**src/rtl/mp_uart_pkg.sv**
```systemverilog
package mp_uart_pkg;
   // register select codes
   localparam logic [1:0] ADDR_CTRL = 2'd0;
   localparam logic [1:0] ADDR_STAT = 2'd1;
   localparam logic [1:0] ADDR_DATA = 2'd2;
   // write data width needed by control and status writes
   localparam int WR_W = 3;
   // control bit positions
   localparam int CT_EN  = 0;
   localparam int CT_IDF = 1;
   // status bit positions
   localparam int ST_FULL = 0;
   localparam int ST_OVR  = 1;
   localparam int ST_FE   = 2;
   localparam int ST_LINE = 3;

   typedef enum logic [1:0] {
      S_IDLE  = 2'd0,
      S_START = 2'd1,
      S_BITS  = 2'd2
   } rx_state_e;
endpackage

```
**src/rtl/mpu_rx_sync.sv**
```systemverilog
module mpu_rx_sync #(
   parameter int STAGES = 2
) (
   input  logic clk,
   input  logic rst_n,
   input  logic din,
   output logic dout
);
   logic [STAGES-1:0] q;

   always_ff @(posedge clk or negedge rst_n) begin
      if (!rst_n) q <= '1;
      else        q <= {q[STAGES-2:0], din};
   end

   assign dout = q[STAGES-1];
endmodule

```
**src/rtl/mpu_rx_frame.sv**
```systemverilog
module mpu_rx_frame
   import mp_uart_pkg::*;
#(
   parameter int DATA_W   = 8,
   parameter int OSR      = 16,
   parameter bit MAJORITY = 1'b1
) (
   input  logic              clk,
   input  logic              rst_n,
   input  logic              en,
   input  logic              tick,
   input  logic              rxd,
   output logic              done,
   output logic [DATA_W-1:0] data,
   output logic              mp,
   output logic              stop
);
   localparam int CW  = $clog2(OSR);
   localparam int BW  = $clog2(DATA_W + 2);
   localparam logic [CW-1:0] C_LAST = CW'(OSR - 1);
   localparam logic [CW-1:0] C_PRE  = CW'(OSR / 2 - 1);
   localparam logic [CW-1:0] C_MID  = CW'(OSR / 2);
   localparam logic [CW-1:0] C_DEC  = CW'(OSR / 2 + 1);
   localparam logic [BW-1:0] B_STOP = BW'(DATA_W + 1);

   rx_state_e     state;
   logic [CW-1:0] cnt;
   logic [BW-1:0] bidx;
   logic [DATA_W:0] shreg;
   logic          vote;

   generate
      if (MAJORITY) begin : g_vote3
         logic [1:0] smp;
         always_ff @(posedge clk or negedge rst_n) begin
            if (!rst_n) smp <= '1;
            else if (tick) begin
               if (cnt == C_PRE) smp[0] <= rxd;
               if (cnt == C_MID) smp[1] <= rxd;
            end
         end
         assign vote = (smp[0] & smp[1]) | (smp[0] & rxd) | (smp[1] & rxd);
      end else begin : g_vote1
         assign vote = rxd;
      end
   endgenerate

   always_ff @(posedge clk or negedge rst_n) begin
      if (!rst_n) begin
         state <= S_IDLE;
         cnt   <= '0;
         bidx  <= '0;
         shreg <= '0;
         done  <= 1'b0;
         data  <= '0;
         mp    <= 1'b0;
         stop  <= 1'b1;
      end else if (!en) begin
         state <= S_IDLE;
         cnt   <= '0;
         done  <= 1'b0;
      end else begin
         done <= 1'b0;
         if (tick) begin
            if (state == S_IDLE) begin
               if (!rxd) begin
                  state <= S_START;
                  cnt   <= CW'(1);
               end
            end else begin
               cnt <= (cnt == C_LAST) ? '0 : cnt + CW'(1);
               if (cnt == C_DEC) begin
                  if (state == S_START) begin
                     if (vote) state <= S_IDLE;
                     else begin
                        state <= S_BITS;
                        bidx  <= '0;
                     end
                  end else if (bidx == B_STOP) begin
                     done  <= 1'b1;
                     data  <= shreg[DATA_W-1:0];
                     mp    <= shreg[DATA_W];
                     stop  <= vote;
                     state <= S_IDLE;
                  end else begin
                     shreg <= {vote, shreg[DATA_W:1]};
                     bidx  <= bidx + BW'(1);
                  end
               end
            end
         end
      end
   end
endmodule

```
**src/rtl/mpu_rx_regs.sv**
```systemverilog
module mpu_rx_regs
   import mp_uart_pkg::*;
#(
   parameter int DATA_W = 8
) (
   input  logic              clk,
   input  logic              rst_n,
   input  logic              reg_wr,
   input  logic              reg_rd,
   input  logic [1:0]        reg_addr,
   input  logic [WR_W-1:0]   reg_wdata,
   input  logic              line,
   input  logic              fr_done,
   input  logic [DATA_W-1:0] fr_data,
   input  logic              fr_mp,
   input  logic              fr_stop,
   output logic [DATA_W-1:0] reg_rdata,
   output logic              rx_en,
   output logic              id_filter,
   output logic              rx_full,
   output logic              rx_ovr,
   output logic              rx_fe,
   output logic [DATA_W-1:0] rx_data
);
   logic arm_full, arm_ovr, arm_fe;
   logic take, load, ovr_ev;
   logic st_rd, st_wr, ct_wr;
   logic clr_full, clr_ovr, clr_fe;

   assign take   = fr_done && rx_en && !rx_ovr && !rx_fe && !(id_filter && !fr_mp);
   assign load   = take && !rx_full;
   assign ovr_ev = take && rx_full;

   assign st_rd = reg_rd && (reg_addr == ADDR_STAT);
   assign st_wr = reg_wr && (reg_addr == ADDR_STAT);
   assign ct_wr = reg_wr && (reg_addr == ADDR_CTRL);

   assign clr_full = st_wr && arm_full && !reg_wdata[ST_FULL];
   assign clr_ovr  = st_wr && arm_ovr  && !reg_wdata[ST_OVR];
   assign clr_fe   = st_wr && arm_fe   && !reg_wdata[ST_FE];

   always_ff @(posedge clk or negedge rst_n) begin
      if (!rst_n) begin
         rx_en     <= 1'b0;
         id_filter <= 1'b0;
         rx_full   <= 1'b0;
         rx_ovr    <= 1'b0;
         rx_fe     <= 1'b0;
         arm_full  <= 1'b0;
         arm_ovr   <= 1'b0;
         arm_fe    <= 1'b0;
         rx_data   <= '0;
      end else begin
         if (ct_wr) rx_en <= reg_wdata[CT_EN];

         if (ct_wr)     id_filter <= reg_wdata[CT_IDF];
         else if (load) id_filter <= 1'b0;

         if (load)          rx_full <= 1'b1;
         else if (clr_full) rx_full <= 1'b0;
         if (clr_full)                arm_full <= 1'b0;
         else if (st_rd && rx_full)   arm_full <= 1'b1;

         if (ovr_ev)       rx_ovr <= 1'b1;
         else if (clr_ovr) rx_ovr <= 1'b0;
         if (clr_ovr)               arm_ovr <= 1'b0;
         else if (st_rd && rx_ovr)  arm_ovr <= 1'b1;

         if (load && !fr_stop) rx_fe <= 1'b1;
         else if (clr_fe)      rx_fe <= 1'b0;
         if (clr_fe)               arm_fe <= 1'b0;
         else if (st_rd && rx_fe)  arm_fe <= 1'b1;

         if (load) rx_data <= fr_data;
      end
   end

   always_comb begin
      reg_rdata = '0;
      case (reg_addr)
         ADDR_CTRL: begin
            reg_rdata[CT_EN]  = rx_en;
            reg_rdata[CT_IDF] = id_filter;
         end
         ADDR_STAT: begin
            reg_rdata[ST_FULL] = rx_full;
            reg_rdata[ST_OVR]  = rx_ovr;
            reg_rdata[ST_FE]   = rx_fe;
            reg_rdata[ST_LINE] = line;
         end
         ADDR_DATA: reg_rdata = rx_data;
         default:   reg_rdata = '0;
      endcase
   end
endmodule

```
**src/rtl/mp_uart_rx.sv**
```systemverilog
module mp_uart_rx
   import mp_uart_pkg::*;
#(
   parameter int DATA_W      = 8,
   parameter int OSR         = 16,
   parameter int SYNC_STAGES = 2,
   parameter bit MAJORITY    = 1'b1
) (
   input  logic              clk,
   input  logic              rst_n,
   input  logic              sample_en,
   input  logic              rxd,
   input  logic              reg_wr,
   input  logic              reg_rd,
   input  logic [1:0]        reg_addr,
   input  logic [WR_W-1:0]   reg_wdata,
   output logic [DATA_W-1:0] reg_rdata
);
   generate
      if (OSR < 4 || (OSR % 2) != 0) begin : g_bad_osr
         $error("OSR must be even and at least 4");
      end
      if (DATA_W < 4) begin : g_bad_width
         $error("DATA_W must be at least 4 to hold the status bits");
      end
      if (SYNC_STAGES < 2) begin : g_bad_sync
         $error("SYNC_STAGES must be at least 2");
      end
   endgenerate

   logic              rxd_s;
   logic              fr_done, fr_mp, fr_stop;
   logic [DATA_W-1:0] fr_data;
   logic              rx_en, id_filter, rx_full, rx_ovr, rx_fe;
   logic [DATA_W-1:0] rx_data;

   mpu_rx_sync #(.STAGES(SYNC_STAGES)) u_sync (
      .clk(clk), .rst_n(rst_n), .din(rxd), .dout(rxd_s)
   );

   mpu_rx_frame #(.DATA_W(DATA_W), .OSR(OSR), .MAJORITY(MAJORITY)) u_frame (
      .clk(clk), .rst_n(rst_n), .en(rx_en), .tick(sample_en), .rxd(rxd_s),
      .done(fr_done), .data(fr_data), .mp(fr_mp), .stop(fr_stop)
   );

   mpu_rx_regs #(.DATA_W(DATA_W)) u_regs (
      .clk(clk), .rst_n(rst_n), .reg_wr(reg_wr), .reg_rd(reg_rd),
      .reg_addr(reg_addr), .reg_wdata(reg_wdata), .line(rxd_s),
      .fr_done(fr_done), .fr_data(fr_data), .fr_mp(fr_mp), .fr_stop(fr_stop),
      .reg_rdata(reg_rdata), .rx_en(rx_en), .id_filter(id_filter),
      .rx_full(rx_full), .rx_ovr(rx_ovr), .rx_fe(rx_fe), .rx_data(rx_data)
   );
endmodule

```
**config.mk**
```make
export PLATFORM = sky130hd
export DESIGN_NAME = mp_uart_rx
export DESIGN_NICKNAME = d
export VERILOG_FILES = /design/src/rtl/mp_uart_pkg.sv /design/src/rtl/mpu_rx_sync.sv /design/src/rtl/mpu_rx_frame.sv /design/src/rtl/mpu_rx_regs.sv /design/src/rtl/mp_uart_rx.sv
export SDC_FILE = /design/constraint.sdc
export NUM_CORES = 1
export LEC_CHECK = 0
export BUFFER_PORTS_ARGS = -buffer_cell sky130_fd_sc_hd__buf_4
export CORE_MARGIN = 2
export CORE_UTILIZATION = 30
export DETAILED_ROUTE_END_ITERATION = 16
export GPL_TIMING_DRIVEN = 0
export PLACE_DENSITY_LB_ADDON = 0.2
export SYNTH_ARGS = -nofsm -noshare
export SYNTH_HDL_FRONTEND = slang
export SYNTH_SLANG_ARGS = --single-unit
```
**constraint.sdc**
```tcl
create_clock -name clk -period 2.1 [get_ports clk]
set_clock_uncertainty 0.1 [all_clocks]
set_input_delay 0.42 -clock clk [delete_from_list [all_inputs] [get_ports clk]]
set_output_delay 0.42 -clock clk [all_outputs]
set_load 0.05 [all_outputs]
```
==> out/qor.csv, run 1 <==
metric,value,unit
status,"complete, no violations",
track_usage,11.5,%
drt_iter0_drc,64,
io_buffers,18,
timing.rr.end,u_frame.data[5],
syn_to_final_growth,16.1,%
synthFlopType,dfrtp_1,
postSynth.asyncResetShare,100,%
placeableCoreArea,7730,um^2
vias,1558,
hold_class,primary input to async pin,
start_util,31.1,%
cp-start-kind,flip-flop,
final_max_slew_viol_count,0,
netlist_top_cells_count,"dfrtp_1 (45), mux2_2 (21)",
clk_pin_slew,0.09,ns
dieArea,8750,um^2
critPathKind,flip-flop to output pin,
firstDrtPassIters,4,
grt_start_max_net_pins,51,
synthCells,191,
syn_area,2400,um^2
grt-ovfl-total,0,
drt_wl_total,4520,um
synth_top_area_cell,dfrtp_1,
synth.avg_cell_area,12.6,um^2
postRouteAntennaNets,0,
grt_pass1_vias,1534,
final-instance-count-excl-fill,319,
finalWorstPathRequiredPeriod,2.03,ns
layout.nets,236,
yosysSeqAreaShare,52.3,%
postCtsHoldBufs,0,
drcViolationCount,0,
hold_viol_final,0,
yosysUniqueCellTypes,46,
final_util,36.1,%
antenna_found_initial,0,
p_int,1.33,mW
fmax,494,MHz
p_leak,1.29,nW
slew_headroom,57.2,%
dpl_cell_area,2680,um^2
diodes,0,
crit_required,1.58,ns
grt_pass1_wl,7850,um
setup-violations-final,0,
place_ws,-0.0910,ns
cp_max_fo,10,
finalInstanceArea,2790,um^2
synth_enable_flop_cells,0,
p_comb_share,11.5,%
fill_cells,765,
ir_worst_vdd,0.000247,V
io_pins,19,
final_layout_size_suffix_gt1_share,35.5,%
place_inst,311,
fp.dieH,93.5,um
finalPower,1.82,mW
cts_sinks,50,
viasPerCell,4.88,
power_switching_share,26.8,%
post-synth-top-count-cell,dfrtp_1,
rows,32,
cts_tree,done,
clkPwrFrac,30.4,%
ys_seq_elements,50,
root_buffer,clkbuf_8,
fin_tns_setup,0,ns
switching_power,0.486,mW
rr_worst_depth,6,
htree_num_levels,2,
r2r_start,u_frame.cnt[0],
gp_congestion,0.797,
cap_violations,0,
dieWidth,93.5,um
critPathCaptureType,output pin,
reg2reg_slack,0.13,ns
routedWlPerCell,14.2,um
whs,0.0330,ns
synth.top_cells.by_area,"dfrtp_1 (47%), mux2_2 (9.8%), mux2_4 (5.6%)",
worst_ep_arrival_time,1.51,ns
cts_buffer_depth,2,
dpl.hpwl,3140,um
worstMarginPinSlew,0.641,ns
period_share,96.5,%
clock_latency,0.30,ns
yosysWarnings,0,
cts_buffers,5,
synth_nets,211,
yosysTopAreaCellShare,46.8,%
worst_slack,0.0738,ns
p_per_area,651,nW/um^2
seq_power_share,58.1,%
-- repair_timing --
item	in CTS	in global routing
endpoints found under the hold margin	0	0
gates resized for setup	0	5
setup endpoints to repair	4	12
setup buffers	0	1
pin swaps	2	3
-- routing by layer --
metal | vias up | wire (um) | track usage (%)
li1 | 738 | - | -
met1 | 784 | 2140 | 16.4
met3 | 5 | 200 | 2.50
met5 | - | 0 | 0
met2 | 31 | 2110 | 17.4
met4 | 0 | 67 | 3.99
-- placed cells by master, fill, tap and decap left out, drive strengths merged, types with 4 or more instances in the layout --
| master | count |
|---|---|
| o21ai | 8 |
| o2bb2ai | 4 |
| inv | 9 |
| dfstp | 5 |
| a21oi | 7 |
| mux2 | 30 |
| nor2 | 11 |
| clkbuf | 6 |
| nand2 | 9 |
| and2 | 5 |
| nor2b | 5 |
| ha | 9 |
| nand4b | 4 |
| buf | 23 |
| dfrtp | 45 |
-- power groups by stage --
stage | clock (mW) | sequential, mW | combinational (mW)
3_5_place_dp | 0 | 1.07 | 0.209
5_1_grt | 0.627 | 1.06 | 0.242
4_1_cts | 0.586 | 1.06 | 0.210
6_report | 0.552 | 1.05 | 0.210
2_1_floorplan | 0 | 1.06 | 0.134
3_3_place_gp | 0 | 1.07 | 0.207
-- cells by family (layout without fill, tap and decap cells) --
group | after synthesis | count (layout) | share of synthesized area, %
buf+inv | 14 | 40 | 3.28
flops | 50 | 50 | 52.3
fa+ha+maj | 10 | 10 | 5.10
compound gates | 36 | 36 | 10.4
mux | 30 | 30 | 15.5
simple gates | 51 | 51 | 13.5
-- critical path: stages (launching register included) --
cell,delay (ns)
dfrtp_1,0.37
buf_4,0.17
a222oi_1,0.45
nor2_2,0.06
buf_6,0.16
-- cell type report --
| class | instances | area (um^2) | area share (%) |
|---|---|---|---|
| well taps | 102 | 128 | 4.57 |
| plain buffers | 4 | 43.8 | 1.57 |
| inverters | 9 | 33.8 | 1.21 |
| repair buffers | 19 | 159 | 5.69 |
| clock buffers | 6 | 72.6 | 2.60 |
| multi-input cells | 127 | 1080 | 38.8 |
| flip-flops and latches | 50 | 1260 | 45.0 |
| clock inverters | 2 | 13.8 | 0.493 |
-- worst max-delay path by stage --
stage	startpoint	end	slack (ns)	depth (start not counted)
floorplan	reg_addr[1]	reg_rdata[0]	0.17	5
detailed placement	reg_addr[1]	reg_rdata[0]	-0.09	7
CTS	reg_addr[0]	reg_rdata[1]	0.03	6
global placement	reg_addr[1]	reg_rdata[0]	-0.08	7
global route	u_regs.rx_en	reg_rdata[0]	-0.01	4
finish	u_regs.rx_en	reg_rdata[0]	0.07	4
-- state kept, by name (all words and copies together) (netlist names), 2 cells and up --
name / flops
u_frame.shreg: 9
u_frame.bidx: 4
u_sync.q: 2
u_frame.g_vote3.smp: 2
u_frame.cnt: 4
u_regs.rx_data: 8
u_frame.data: 8
u_frame.state: 2
Power figures use the tool's default switching activity.
==> run 2, diff against run 1 <==
--- a/config.mk
+++ b/config.mk
@@ -5,10 +5,10 @@
 export SDC_FILE = /design/constraint.sdc
 export NUM_CORES = 1
 export LEC_CHECK = 0
-export BUFFER_PORTS_ARGS = -buffer_cell sky130_fd_sc_hd__buf_4
 export CORE_MARGIN = 2
 export CORE_UTILIZATION = 30
 export DETAILED_ROUTE_END_ITERATION = 16
+export DONT_BUFFER_PORTS = 1
 export GPL_TIMING_DRIVEN = 0
 export PLACE_DENSITY_LB_ADDON = 0.2
 export SYNTH_ARGS = -nofsm -noshare
==> run 2 against run 1 <==
Against the previous run: non-clock buffer count shrank 16; largest cell class unchanged; power up 2.0%; critical path depth down 1; largest power group unchanged; worst hold slack gained 0.13 ns; cell count is 5.0% lower; clock power is 8.7% higher; combinational power fell by 5%; clock-buffer cell count is the same; final area fell by 2.8%; critical path type unchanged.
==> out/qor.csv, run 2 (synthesis results as in run 1) <==
metric,value,unit,change
status,"complete, no violations",,
io_pins,19,,unchanged
cp_max_fo,10,,unchanged
post_cts_buffers,0,,unchanged
top_register,u_frame.shreg,,
most-common-layout-cells,"dfrtp_1 (45), mux2_2 (21)",,
grt_start_max_net_pins,51,,unchanged
dpl_cell_area,2540,um^2,-5.0%
io_buffers,0,,-18
final-instance-count-excl-fill,303,,-5.0%
rows,32,,unchanged
top_regs,"u_frame.shreg (9), u_frame.data (8), u_regs.rx_data (8)",,
cts_tree,done,,
gp_congestion,0.759,,-4.8%
period_share,94.5,%,-2.0 points
worst_slack,0.116,ns,+0.0424 ns
fin_tns_setup,0,ns,unchanged
vias,1465,,-6.0%
grt_pass1_vias,1443,,-5.9%
cp_top_family,compound AO/OA/AOI/OAI gates,,
dieArea,8750,um^2,unchanged
cts_buffers,5,,unchanged
viasPerCell,4.83,,-1.0%
layout.nets,220,,-6.8%
finalInstanceArea,2710,um^2,-2.8%
critPathKind,flip-flop to output pin,,
ir_worst_vdd,0.000258,V,+4.6%
cts_sinks,50,,unchanged
drt_iter0_drc,63,,-1.6%
antenna_found_initial,0,,unchanged
start_util,31.1,%,unchanged
p_per_area,683,nW/um^2,+5.0%
worstMarginPinSlew,0.679,ns,+0.0378 ns
worst_ep_arrival_time,1.46,ns,-0.05 ns
slew_headroom,54.2,%,-3.0 points
dpl.hpwl,3080,um,-2.0%
cp-start-kind,flip-flop,,
p_leak,1.23,nW,-4.7%
clk_pin_slew,0.09,ns,about the same
finalWorstPathRequiredPeriod,1.98,ns,-0.0424 ns
dieWidth,93.5,um,unchanged
critPathCaptureType,output pin,,
drt_wl_total,4460,um,-1.3%
postRouteAntennaNets,0,,unchanged
track_usage,11.0,%,-0.50 points
hold_class,primary input to flip-flop,,
place_inst,293,,-5.8%
cp_slowest_cell,a222oi_1,,
final_common_cell,dfrtp_1,,
setup-violations-final,0,,unchanged
final_max_slew_viol_count,0,,unchanged
root_buffer,clkbuf_8,,
placeableCoreArea,7730,um^2,unchanged
rsz0062_at_grt,yes,,
path_buf_inv,1,,-1
htree_num_levels,2,,unchanged
syn_to_final_growth,12.8,%,
place_ws,-0.0580,ns,+0.0329 ns
cpPeakStageDelay,0.48,ns,+0.03 ns
crit_path_cell_trace,"buf_6, a222oi_1, nor2_4",,
fmax,504,MHz,+2.1%
largest_register_ffs,9,,unchanged
routedWlPerCell,14.7,um,+3.9%
fp.dieH,93.5,um,unchanged
cap_violations,0,,unchanged
crit_required,1.58,ns,about the same
grt-ovfl-total,0,,unchanged
firstDrtPassIters,4,,unchanged
hold_viol_final,0,,unchanged
cts_buffer_depth,2,,unchanged
diodes,0,,unchanged
final_util,35.1,%,-1.0 points
clock_latency,0.30,ns,about the same
grt_pass1_wl,7430,um,-5.3%
drcViolationCount,0,,unchanged
final_layout_size_suffix_gt1_share,28.9,%,-6.6 points
-- run 2: area by class of cell --
class	count	area [um^2]
clock inverter	2	17.5
multi-input combinational	127	1100
timing repair buffer	3	47.5
inverter	9	33.8
tap	102	128
sequential	50	1260
clock buffer	6	82.6
fill	764	5010
buffer	4	47.5
-- run 2: worst paths after layout --
path	start	slack, ns	cells after the start	to
min in group asynchronous	rst_n	0.54	2	u_frame.cnt[1]
max reg2reg	u_frame.bidx[0]	0.12	5	u_frame.shreg[4]
min	sample_en	0.16	2	u_frame.state[0]
max	u_regs.rx_en	0.12	3	reg_rdata[0]
min reg2reg	u_sync.q[0]	0.26	0	u_sync.q[1]
max in group asynchronous	rst_n	1.07	2	u_frame.stop
-- run 2: report_power, final --
group / switching (mW) / leakage (nW) / internal [mW]
Sequential: 0.0423 / 0.669 / 1.01
Combinational: 0.122 / 0.513 / 0.0780
Clock: 0.328 / 0.0514 / 0.272
-- run 2: timing repair --
item | in CTS | in global routing
resized for setup | 4 | 3
setup endpoints to repair | 4 | 12
pin swaps | 0 | 3
hold endpoints to repair | 51 | 0
hold buffers | 3 | 0
gates cloned | 0 | 0
-- run 2: layer usage --
layer | vias to the layer above | track usage [%] | share of wire [%]
met4 | 0 | 5.19 | 2.5
met5 | - | 0 | 0
met2 | 18 | 16.9 | 45
li1 | 713 | - | -
met3 | 6 | 2.50 | 2.7
met1 | 728 | 14.8 | 50
-- run 2: per-stage QoR --
stage,hold slack [ns],total power [mW]
6_report,0.161,1.85
5_1_grt,0.165,1.96
4_1_cts,0.152,1.88
3_5_place_dp,0.0255,1.23
3_3_place_gp,0.0256,1.23
2_1_floorplan,0.0244,1.19
